===== src/rtl/tpmb_pkg.sv =====
package tpmb_pkg;
  // flag vector positions shared by top, checker and bench
  localparam int FLAG_N     = 4;
  localparam int FL_HOST_P2 = 0;
  localparam int FL_HOST_P3 = 1;
  localparam int FL_PEER2   = 2;
  localparam int FL_PEER3   = 3;

  // next state of a single flag: a set beats a clear
  function automatic logic flag_next(logic cur, logic set, logic clr);
    if (set)      return 1'b1;
    else if (clr) return 1'b0;
    else          return cur;
  endfunction
endpackage


===== src/rtl/tpmb_host_dec.sv =====
module tpmb_host_dec #(
  parameter int ADDR_W = 12,
  parameter int LANES  = 2,
  parameter logic [ADDR_W-1:0] HOST_BOX = '0,
  parameter logic [ADDR_W-1:0] PEER_BOX = '1
) (
  input  logic [ADDR_W-1:0] addr,
  input  logic              rw_n,
  input  logic [LANES-1:0]  lane_n,
  output logic [LANES-1:0]  set_peer,
  output logic [LANES-1:0]  clr_host
);
  logic hit_host, hit_peer;
  assign hit_host = (addr == HOST_BOX);
  assign hit_peer = (addr == PEER_BOX);

  for (genvar g = 0; g < LANES; g++) begin : g_lane
    assign set_peer[g] = hit_peer && !rw_n && !lane_n[g];
    assign clr_host[g] = hit_host && !lane_n[g];
  end
endmodule


===== src/rtl/tpmb_peer_dec.sv =====
module tpmb_peer_dec #(
  parameter int ADDR_W = 12,
  parameter logic [ADDR_W-1:0] HOST_BOX = '0,
  parameter logic [ADDR_W-1:0] PEER_BOX = '1
) (
  input  logic [ADDR_W-1:0] addr,
  input  logic              rw_n,
  input  logic              sel_n,
  output logic              set_host,
  output logic              clr_own
);
  assign set_host = !sel_n && !rw_n && (addr == HOST_BOX);
  assign clr_own  = !sel_n && (addr == PEER_BOX);
endmodule


===== src/rtl/tpmb_flag_bank.sv =====
module tpmb_flag_bank #(
  parameter int N = 4
) (
  input  logic         clk,
  input  logic         rst_n,
  input  logic [N-1:0] set,
  input  logic [N-1:0] clr,
  output logic [N-1:0] irq_n
);
  logic [N-1:0] flag_q;

  for (genvar g = 0; g < N; g++) begin : g_flag
    always_ff @(posedge clk or negedge rst_n) begin
      if (!rst_n) flag_q[g] <= 1'b0;
      else        flag_q[g] <= tpmb_pkg::flag_next(flag_q[g], set[g], clr[g]);
    end
  end

  assign irq_n = ~flag_q;
endmodule


===== src/rtl/tpmb_flags_top.sv =====
module tpmb_flags_top #(
  parameter int ADDR_W = 12
) (
  input  logic              clk,
  input  logic              rst_n,
  input  logic [ADDR_W-1:0] host_addr,
  input  logic              host_rw_n,
  input  logic [1:0]        host_lane_n,
  input  logic [ADDR_W-1:0] peer2_addr,
  input  logic              peer2_rw_n,
  input  logic              peer2_sel_n,
  input  logic [ADDR_W-1:0] peer3_addr,
  input  logic              peer3_rw_n,
  input  logic              peer3_sel_n,
  output logic              host_irq2_n,
  output logic              host_irq3_n,
  output logic              peer2_irq_n,
  output logic              peer3_irq_n
);
  import tpmb_pkg::*;

  localparam logic [ADDR_W-1:0] PEER_BOX = {ADDR_W{1'b1}};
  localparam logic [ADDR_W-1:0] HOST_BOX = {{(ADDR_W-1){1'b1}}, 1'b0};

  // named event wires, visible to the bound checker
  logic [1:0]        host_set_peer, host_clr_host;
  logic              p2_set_host, p2_clr_own;
  logic              p3_set_host, p3_clr_own;
  logic [FLAG_N-1:0] set_vec, clr_vec, irq_vec_n;

  tpmb_host_dec #(.ADDR_W(ADDR_W), .LANES(2), .HOST_BOX(HOST_BOX), .PEER_BOX(PEER_BOX)) u_host (
    .addr(host_addr), .rw_n(host_rw_n), .lane_n(host_lane_n),
    .set_peer(host_set_peer), .clr_host(host_clr_host)
  );

  tpmb_peer_dec #(.ADDR_W(ADDR_W), .HOST_BOX(HOST_BOX), .PEER_BOX(PEER_BOX)) u_p2 (
    .addr(peer2_addr), .rw_n(peer2_rw_n), .sel_n(peer2_sel_n),
    .set_host(p2_set_host), .clr_own(p2_clr_own)
  );

  tpmb_peer_dec #(.ADDR_W(ADDR_W), .HOST_BOX(HOST_BOX), .PEER_BOX(PEER_BOX)) u_p3 (
    .addr(peer3_addr), .rw_n(peer3_rw_n), .sel_n(peer3_sel_n),
    .set_host(p3_set_host), .clr_own(p3_clr_own)
  );

  always_comb begin
    set_vec[FL_HOST_P2] = p2_set_host;
    set_vec[FL_HOST_P3] = p3_set_host;
    set_vec[FL_PEER2]   = host_set_peer[0];
    set_vec[FL_PEER3]   = host_set_peer[1];
    clr_vec[FL_HOST_P2] = host_clr_host[0];
    clr_vec[FL_HOST_P3] = host_clr_host[1];
    clr_vec[FL_PEER2]   = p2_clr_own;
    clr_vec[FL_PEER3]   = p3_clr_own;
  end

  tpmb_flag_bank #(.N(FLAG_N)) u_bank (
    .clk(clk), .rst_n(rst_n), .set(set_vec), .clr(clr_vec), .irq_n(irq_vec_n)
  );

  assign host_irq2_n = irq_vec_n[FL_HOST_P2];
  assign host_irq3_n = irq_vec_n[FL_HOST_P3];
  assign peer2_irq_n = irq_vec_n[FL_PEER2];
  assign peer3_irq_n = irq_vec_n[FL_PEER3];
endmodule


===== config.mk =====
export PLATFORM = sky130hd
export DESIGN_NAME = tpmb_flags_top
export DESIGN_NICKNAME = d
export VERILOG_FILES = /design/src/rtl/tpmb_pkg.sv /design/src/rtl/tpmb_host_dec.sv /design/src/rtl/tpmb_peer_dec.sv /design/src/rtl/tpmb_flag_bank.sv /design/src/rtl/tpmb_flags_top.sv
export SDC_FILE = /design/constraint.sdc
export NUM_CORES = 1
export LEC_CHECK = 0
export CELL_PAD_IN_SITES_DETAIL_PLACEMENT = 0
export CELL_PAD_IN_SITES_GLOBAL_PLACEMENT = 1
export CORE_ASPECT_RATIO = 1.25
export CORE_UTILIZATION = 11
export DETAILED_ROUTE_END_ITERATION = 10
export PLACE_DENSITY_LB_ADDON = 0.1
export SLEW_MARGIN = 15
export SYNTH_ARGS = -nofsm -noshare
export SYNTH_HDL_FRONTEND = slang
export SYNTH_SLANG_ARGS = --single-unit

===== constraint.sdc =====
create_clock -name clk -period 0.8 [get_ports clk]
set_input_delay 0.08 -clock clk [delete_from_list [all_inputs] [get_ports clk]]
set_output_delay 0.08 -clock clk [all_outputs]
set_load 0.02 [all_outputs]

* Word-level counts from Yosys, hierarchy flattened
Index checks and enable logic that the tools add are counted.
** Storage, ports and cells
- Word-level logic and storage cells :: 41
- Flip-flop bits (word level) :: 4
- Output and inout port bits :: 4
- Bits of input ports :: 45
** Cells by class
- Eq/ne operators :: 6
- Bitwise gates (word level) :: 1
- Multiplexer cells :: 8
- Reduce and logical (&&, ||, !) cells :: 22
** Operators by type and width (number)
- $eq 12x12->1 const B :: 6
- $logic_and 1x1->1 :: 11
- $mux 1 :: 8
- $reduce_bool 2->1 :: 4
- $logic_not 1->1 :: 7
- $not 4->4 :: 1

* Longest topological paths before layout
Gate-level depths: netlist (run 1).
- Depth after elaboration :: 4
- Mapped depth :: 3
- Gate-level depth less buffers :: 3

* By module
Synthesis (run 1) repeated with hierarchy kept, for this count alone.
** Unflattened totals
- Cell total of the unflattened synthesis :: 35
- Area total of the unflattened synthesis :: 382.9 um2
** Modules (own cells, without submodules)
- tpmb_flag_bank :: instances 1, area each 160.2 um2, cells each 12, seq. area each 100.1 um2
- tpmb_peer_dec :: instances 2, area each 77.6 um2, cells each 7, seq. area each 0.0 um2
- tpmb_host_dec :: instances 1, area each 67.6 um2, cells each 9, seq. area each 0.0 um2

* Least setup slack after synthesis (run 1)
Ideal clock, no wire load.
- Path kind :: input to register
- Start :: input host_addr[10]
- End :: register u_bank.flag_q[2]
- Library setup time :: 83 ps
- Setup slack :: -160 ps
- Cell stages on the path :: 3
- Required time :: 717 ps
- Buffers on the path :: 0
- Arrival time :: 877 ps
- Cell sequence :: nand4_1 or4_1 o22ai_1
** Between the ends
- Cells in the longest elaborated chain, start to end :: 4
- Elaborated cells on any way between the ends :: 5
- Those cells by class :: eq/ne (1); mux (1); reduce/logical (3)
** RTL lines
- from (decl) :: line tpmb_flags_top.sv:6 : input logic [ADDR_W-1:0] host_addr,
- $eq 12x12->1 * :: line tpmb_host_dec.sv:15 : assign hit_peer = (addr == PEER_BOX);
- $logic_and 1x1->1 * (2 in series) :: line tpmb_host_dec.sv:18 : assign set_peer[g] = hit_peer && !rw_n && !lane_n[g];
- $mux 1 or $reduce_bool 2->1 (tied branches)
- to (signal, indexed assignment) :: line tpmb_flag_bank.sv:15 : else flag_q[g] <= tpmb_pkg::flag_next(flag_q[g], set[g], clr[g]);
- to (decl) :: line tpmb_flag_bank.sv:10 : logic [N-1:0] flag_q;
Every way passes the cells marked *; elsewhere a longest branch is shown, timed or not.
A chain may end at the register's enable or synchronous reset.

* Final worst setup path (run 1)
- Start :: input host_rw_n
- End :: register u_bank.flag_q[2]
** Between the ends
- Cells in the longest elaborated chain, start to end :: 4
- Elaborated cells on any way between the ends :: 5
- Those cells by class :: mux (1); reduce/logical (4)
** RTL lines
- from (decl) :: line tpmb_flags_top.sv:7 : input logic host_rw_n,
- $logic_not 1->1 * :: line tpmb_host_dec.sv:18
- $logic_and 1x1->1 * (2 in series) :: line tpmb_host_dec.sv:18
- $mux 1 or $reduce_bool 2->1 (tied branches)
Marked as above.

==> metrics.csv, run 1 <==
metric,value,unit
CORE AREA,2430,um^2
initial core utilization,11.5,%
PD cells,728,nW/um^2
status,"finished, violations left",
Die ar.,2740,um^2
antenna cells,0,
die height,58.3,um
Clk pwr share,36.6,%
fin worst setup slack,-95.7,ps
Critical Path End Type,flop,
Sw Pwr,157,uW
Worst setup SP type,input port,
Die Wd,47.0,um
Global Route Usage Sum,11.8,%
Port Buffer Count,48,
Tmin final,896,ps
post-route insts no fill,134,
dominant cells by area after synthesis,"dfrtp_1, nand4_1, inv_1",
fin nets,148,
Remaining DRCs,0,
worst slew pin tran,280,ps
initial antenna violation count,0,
cell row count,20,
FMAX,1120,MHz
RSZ-0062 raised after global routing,yes,
pin count of the biggest net entering global routing,5,
final wirelength,1.47,mm
Post-synth ARST share,100,%
Setup Total Neg Slack,-464,ps
drt first pass iters,3,
Final period util,112,%
Final Hold Viols,0,
Layout fillers,292,
first-pass GRT wire length,2.16,mm
Root Driver,clkbuf_4,
"commonest non-fill, non-tap cell in the layout",clkbuf_2,
DR WL/cell,11.0,um
"Setup violations, final",8,
post-synth top area cell,dfrtp_1,
CP arrival,1050,ps
Via Count,545,
"Slew Viols, Final",0,
biggest regs,u_bank.flag_q (4),
clk sinks,4,
Hold Crit Class,input port to async pin,
GRT Residual Overflow,0,
skew final,0,ps
Mapped Area,279,um^2
post-synthesis cell count,33,
placed cell count,127,
vias in the first global route,554,
LEAKAGE,0.000476,uW
CP max stage cell,or4_4,
Largest register FFs,4,
Crit Path Category,input port to flop,
crit path cell chain,buf_6 > or2b_1 > or4_4 > o22ai_2,
routability cong.,0.687,
Sw Share,22.9,%
Num CTS Buffers,3,
IO Count,49,
clock latency on the worst-skew pair,240,ps
synth unique cells,16,
syn_area_per_cell,8.46,um^2
internal power,530,uW
max-cap violations,0,
worst path required time,950,ps
Largest Register,u_bank.flag_q,
Post-DRT Antenna Nets,0,
most frequent cells in the layout,"clkbuf_2, buf_4, dlygate4sd2_1",
peak supply drop,0.287,mV
syn_nets,78,
dominant register cell in the synthesized netlist,dfrtp_1,
clock buffer depth,2,
failing checks,negative setup slack,
1st-iter DRT viols,8,
worst hold margin,50.2,ps
"Clk pin slew, worst setup/hold paths",40,ps
combinational group share of total power,33.5,%
Overall Power,687,uW
top-area cell type share of the netlist area,35.9,%
DR vias/cell,4.07,
share of power burned in registers,29.9,%
"Seq/Total Area, Yosys",35.9,%
crit-path max FO,2,
CTS tree,yes,
Post-synth EDFFs,0,
"slowest stage delay, CP",530,ps
CTS H-tree lvls,1,
Ys Warns,0,
fraction of layout cells with a size suffix above 1,63.4,%
normalized max-slew margin,81.1,%
pre-CTS setup slack,-711,ps
DP Wirelength,1.22,mm
Layout area overhead,238,%
"FF+latch count, synth",4,
==> cell usage after synthesis, types with 2 or more instances <==
library cell	instances
inv_1	6
nand4_1	6
dfrtp_1	4
nand4b_1	2
nor4_1	2
o22ai_1	2
or3_1	2
==> cell type report <==
type	count	area, um^2	area share [%]
Clock buffer	3	22.5	2.39
Inverter	6	22.5	2.39
Multi-Input combinational cell	23	249	26.4
Sequential cell	4	100	10.6
Tap cell	33	41.3	4.38
Timing Repair Buffer	65	508	53.8
==> power groups by stage <==
| stage | logic (uW) | clock network, uW | registers [uW] |
|---|---|---|---|
| 6_report | 230 | 251 | 206 |
| 3_5_place_dp | 277 | 0 | 208 |
| 4_1_cts | 242 | 267 | 206 |
| 5_1_grt | 253 | 284 | 205 |
| 3_3_place_gp | 275 | 0 | 208 |
| 2_1_floorplan | 22.5 | 0 | 208 |
==> worst max-delay path: cells and delay by family <==
family	cells	cell delay (ps)
compound gates	1	150
buf+inv	1	90
simple gates	2	740
==> final timing paths <==
| path | slack, ps | start | depth (start not counted) | endpoint |
|---|---|---|---|---|
| setup reg to reg | 20 | u_bank.flag_q[2] | 4 | u_bank.flag_q[2] |
| max in group asynchronous | 570 | rst_n | 1 | u_bank.flag_q[2] |
| setup / recovery | -100 | host_rw_n | 4 | u_bank.flag_q[2] |
| min in group clk | 80 | peer3_addr[0] | 2 | u_bank.flag_q[1] |
| hold / removal | 50 | rst_n | 1 | u_bank.flag_q[1] |
| hold reg to reg | 550 | u_bank.flag_q[1] | 2 | u_bank.flag_q[1] |
==> routing by layer <==
layer | track usage, % | routed length, um | vias up
met5 | 0 | 0 | -
li1 | - | - | 270
met1 | 10.8 | 487 | 239
met2 | 20.2 | 819 | 34
met4 | 9.80 | 27 | 0
met3 | 3.37 | 139 | 2
==> cells by family (layout without fill, tap and decap cells) <==
family | Yosys count | count (layout) | synth area share, %
DFF | 4 | 4 | 35.9
AOI/OAI and AO/OA | 5 | 5 | 13.5
and+or+nand+nor | 18 | 18 | 42.6
buffers and inverters | 6 | 74 | 8.07
==> per-stage QoR <==
stage | util (%) | cell area (um^2)
after floorplan | - | 279
after global placement | 37.0 | 898
after detailed placement | 37.0 | 898
after CTS | 40.0 | 971
after global routing | 38.9 | 943
final | 38.9 | 943
==> timing repair <==
action | in CTS | in global routing
hold buffers | 0 | 0
resized for setup | 105 | 36
gates cloned | 0 | 0
endpoints found under the setup margin | 8 | 8
setup buffers | 3 | 1
pin swaps | 18 | 14
Note: power is estimated with default switching activity, not from simulation.
==> inputs of run 2 (changes only) <==
--- a/config.mk
+++ b/config.mk
@@ -11,7 +11,6 @@
 export CORE_UTILIZATION = 11
 export DETAILED_ROUTE_END_ITERATION = 10
 export PLACE_DENSITY_LB_ADDON = 0.1
-export SLEW_MARGIN = 15
 export SYNTH_ARGS = -nofsm -noshare
 export SYNTH_HDL_FRONTEND = slang
 export SYNTH_SLANG_ARGS = --single-unit
==> constraint.sdc (replaced) <==
create_clock -name clk -period 1 [get_ports clk]
set_input_delay 0.1 -clock clk [delete_from_list [all_inputs] [get_ports clk]]
set_output_delay 0.1 -clock clk [all_outputs]
set_load 0.02 [all_outputs]
==> metrics.csv, run 2 (synthesis results as in run 1) <==
metric,value,unit
fraction of layout cells with a size suffix above 1,38.6,%
most frequent cells in the layout,"dlygate4sd2_1, buf_4, nand4_1, inv_1, buf_2",
Post-DRT Antenna Nets,0,
Num CTS Buffers,3,
Global Route Usage Sum,11.7,%
routability cong.,0.765,
"Slew Viols, Final",0,
Die ar.,2740,um^2
final instance area,941,um^2
DR vias/cell,4.04,
Final Hold Viols,0,
Hold Crit Class,input port to async pin,
Critical Path End Type,flop,
CTS tree,yes,
Tmin final,963,ps
CP arrival,1110,ps
DP Wirelength,1.21,mm
Via Count,541,
met3 routed WL,117,um
IO Count,49,
Root Driver,clkbuf_4,
Setup Total Neg Slack,0,ps
CP max stage cell,or4_4,
PD cells,571,nW/um^2
Crit Path Category,input port to flop,
first-pass GRT wire length,2.15,mm
peak supply drop,0.282,mV
Layout area overhead,237,%
DRT met1 WL,504,um
RSZ-0062 raised after global routing,no,
antenna cells,0,
1st-iter DRT viols,6,
FMAX,1040,MHz
normalized max-slew margin,82.3,%
LEAKAGE,0.000475,uW
pin count of the biggest net entering global routing,5,
die height,58.3,um
"Cell Area, Placed",906,um^2
drt first pass iters,4,
pre-CTS setup slack,-565,ps
Largest Register,u_bank.flag_q,
worst path required time,1150,ps
Remaining DRCs,0,
GRT Residual Overflow,0,
Die Wd,47.0,um
biggest regs,u_bank.flag_q (4),
"slowest stage delay, CP",550,ps
"commonest non-fill, non-tap cell in the layout",dlygate4sd2_1,
final wirelength,1.41,mm
max-cap violations,0,
Worst setup SP type,input port,
worst hold margin,80.2,ps
WL met2,758,um
fin nets,148,
register area,100,um^2
DR WL/cell,10.5,um
Port Buffer Count,48,
status,completed,
Largest register FFs,4,
"Setup violations, final",0,
"Clk pin slew, worst setup/hold paths",40,ps
initial antenna violation count,0,
initial core utilization,11.5,%
clock latency on the worst-skew pair,230,ps
Layout fillers,270,
worst slew pin tran,262,ps
CTS H-tree lvls,1,
Multi-input gate area,233,um^2
crit path cell chain,buf_2 > or2b_1 > or4_4 > o22ai_2,
cell row count,20,
CORE AREA,2430,um^2
max layer used,met4,
skew final,0,ps
crit-path max FO,2,
fin worst setup slack,36.8,ps
clock buffer depth,2,
Util after Layout,38.8,%
clk sinks,4,
vias in the first global route,528,
Final period util,96.3,%
==> run 2: cell type report <==
type / count / area share (%)
flip-flops and latches: 4 / 10.6
multi-input cells: 23 / 24.7
well taps: 33 / 4.39
clock buffers: 3 / 2.39
inverters: 6 / 2.39
repair buffers: 65 / 55.5
==> run 2: path summary, 6_finish.rpt <==
check,from,endpoint,slack [ps],depth (start not counted)
max,host_rw_n,u_bank.flag_q[2],40,4
min,rst_n,u_bank.flag_q[1],80,1
max reg2reg,u_bank.flag_q[0],u_bank.flag_q[0],260,3
min reg2reg,u_bank.flag_q[1],u_bank.flag_q[1],530,2
max in group asynchronous,rst_n,u_bank.flag_q[2],740,1
min in group clk,peer2_addr[0],u_bank.flag_q[0],180,2
==> run 2: critical path: cells and delay by family <==
kind | cells | cell delay [ps]
compound gates | 1 | 160
buf+inv | 1 | 90
simple gates | 2 | 760
==> run 2: what timing repair did <==
action,CTS,global route
pin swaps,17,6
setup buffers,3,0
cloned,0,0
setup endpoints to repair,8,3
hold buffers,0,0
gates resized for setup,68,15
==> run 2: report_power, final <==
| group | internal [uW] | leakage [uW] | total (uW) | switching (uW) |
|---|---|---|---|---|
| Combinational | 126 | 0.000421 | 181 | 54.5 |
| Sequential | 164 | 0.0000403 | 164 | 0.399 |
| Clock | 134 | 0.0000138 | 192 | 58.2 |
==> run 2: routing by layer <==
| layer | vias to the layer above | track usage (%) |
|---|---|---|
| met2 | 34 | 20.2 |
| met5 | - | 0 |
| met4 | 0 | 7.35 |
| li1 | 269 | - |
| met3 | 2 | 2.76 |
| met1 | 236 | 12.1 |
==> run 2: through the flow <==
step,total power [uW],std cells
4_1_cts,555,134
3_5_place_dp,389,128
3_3_place_gp,387,128
6_report,537,134
2_1_floorplan,184,33
5_1_grt,585,134
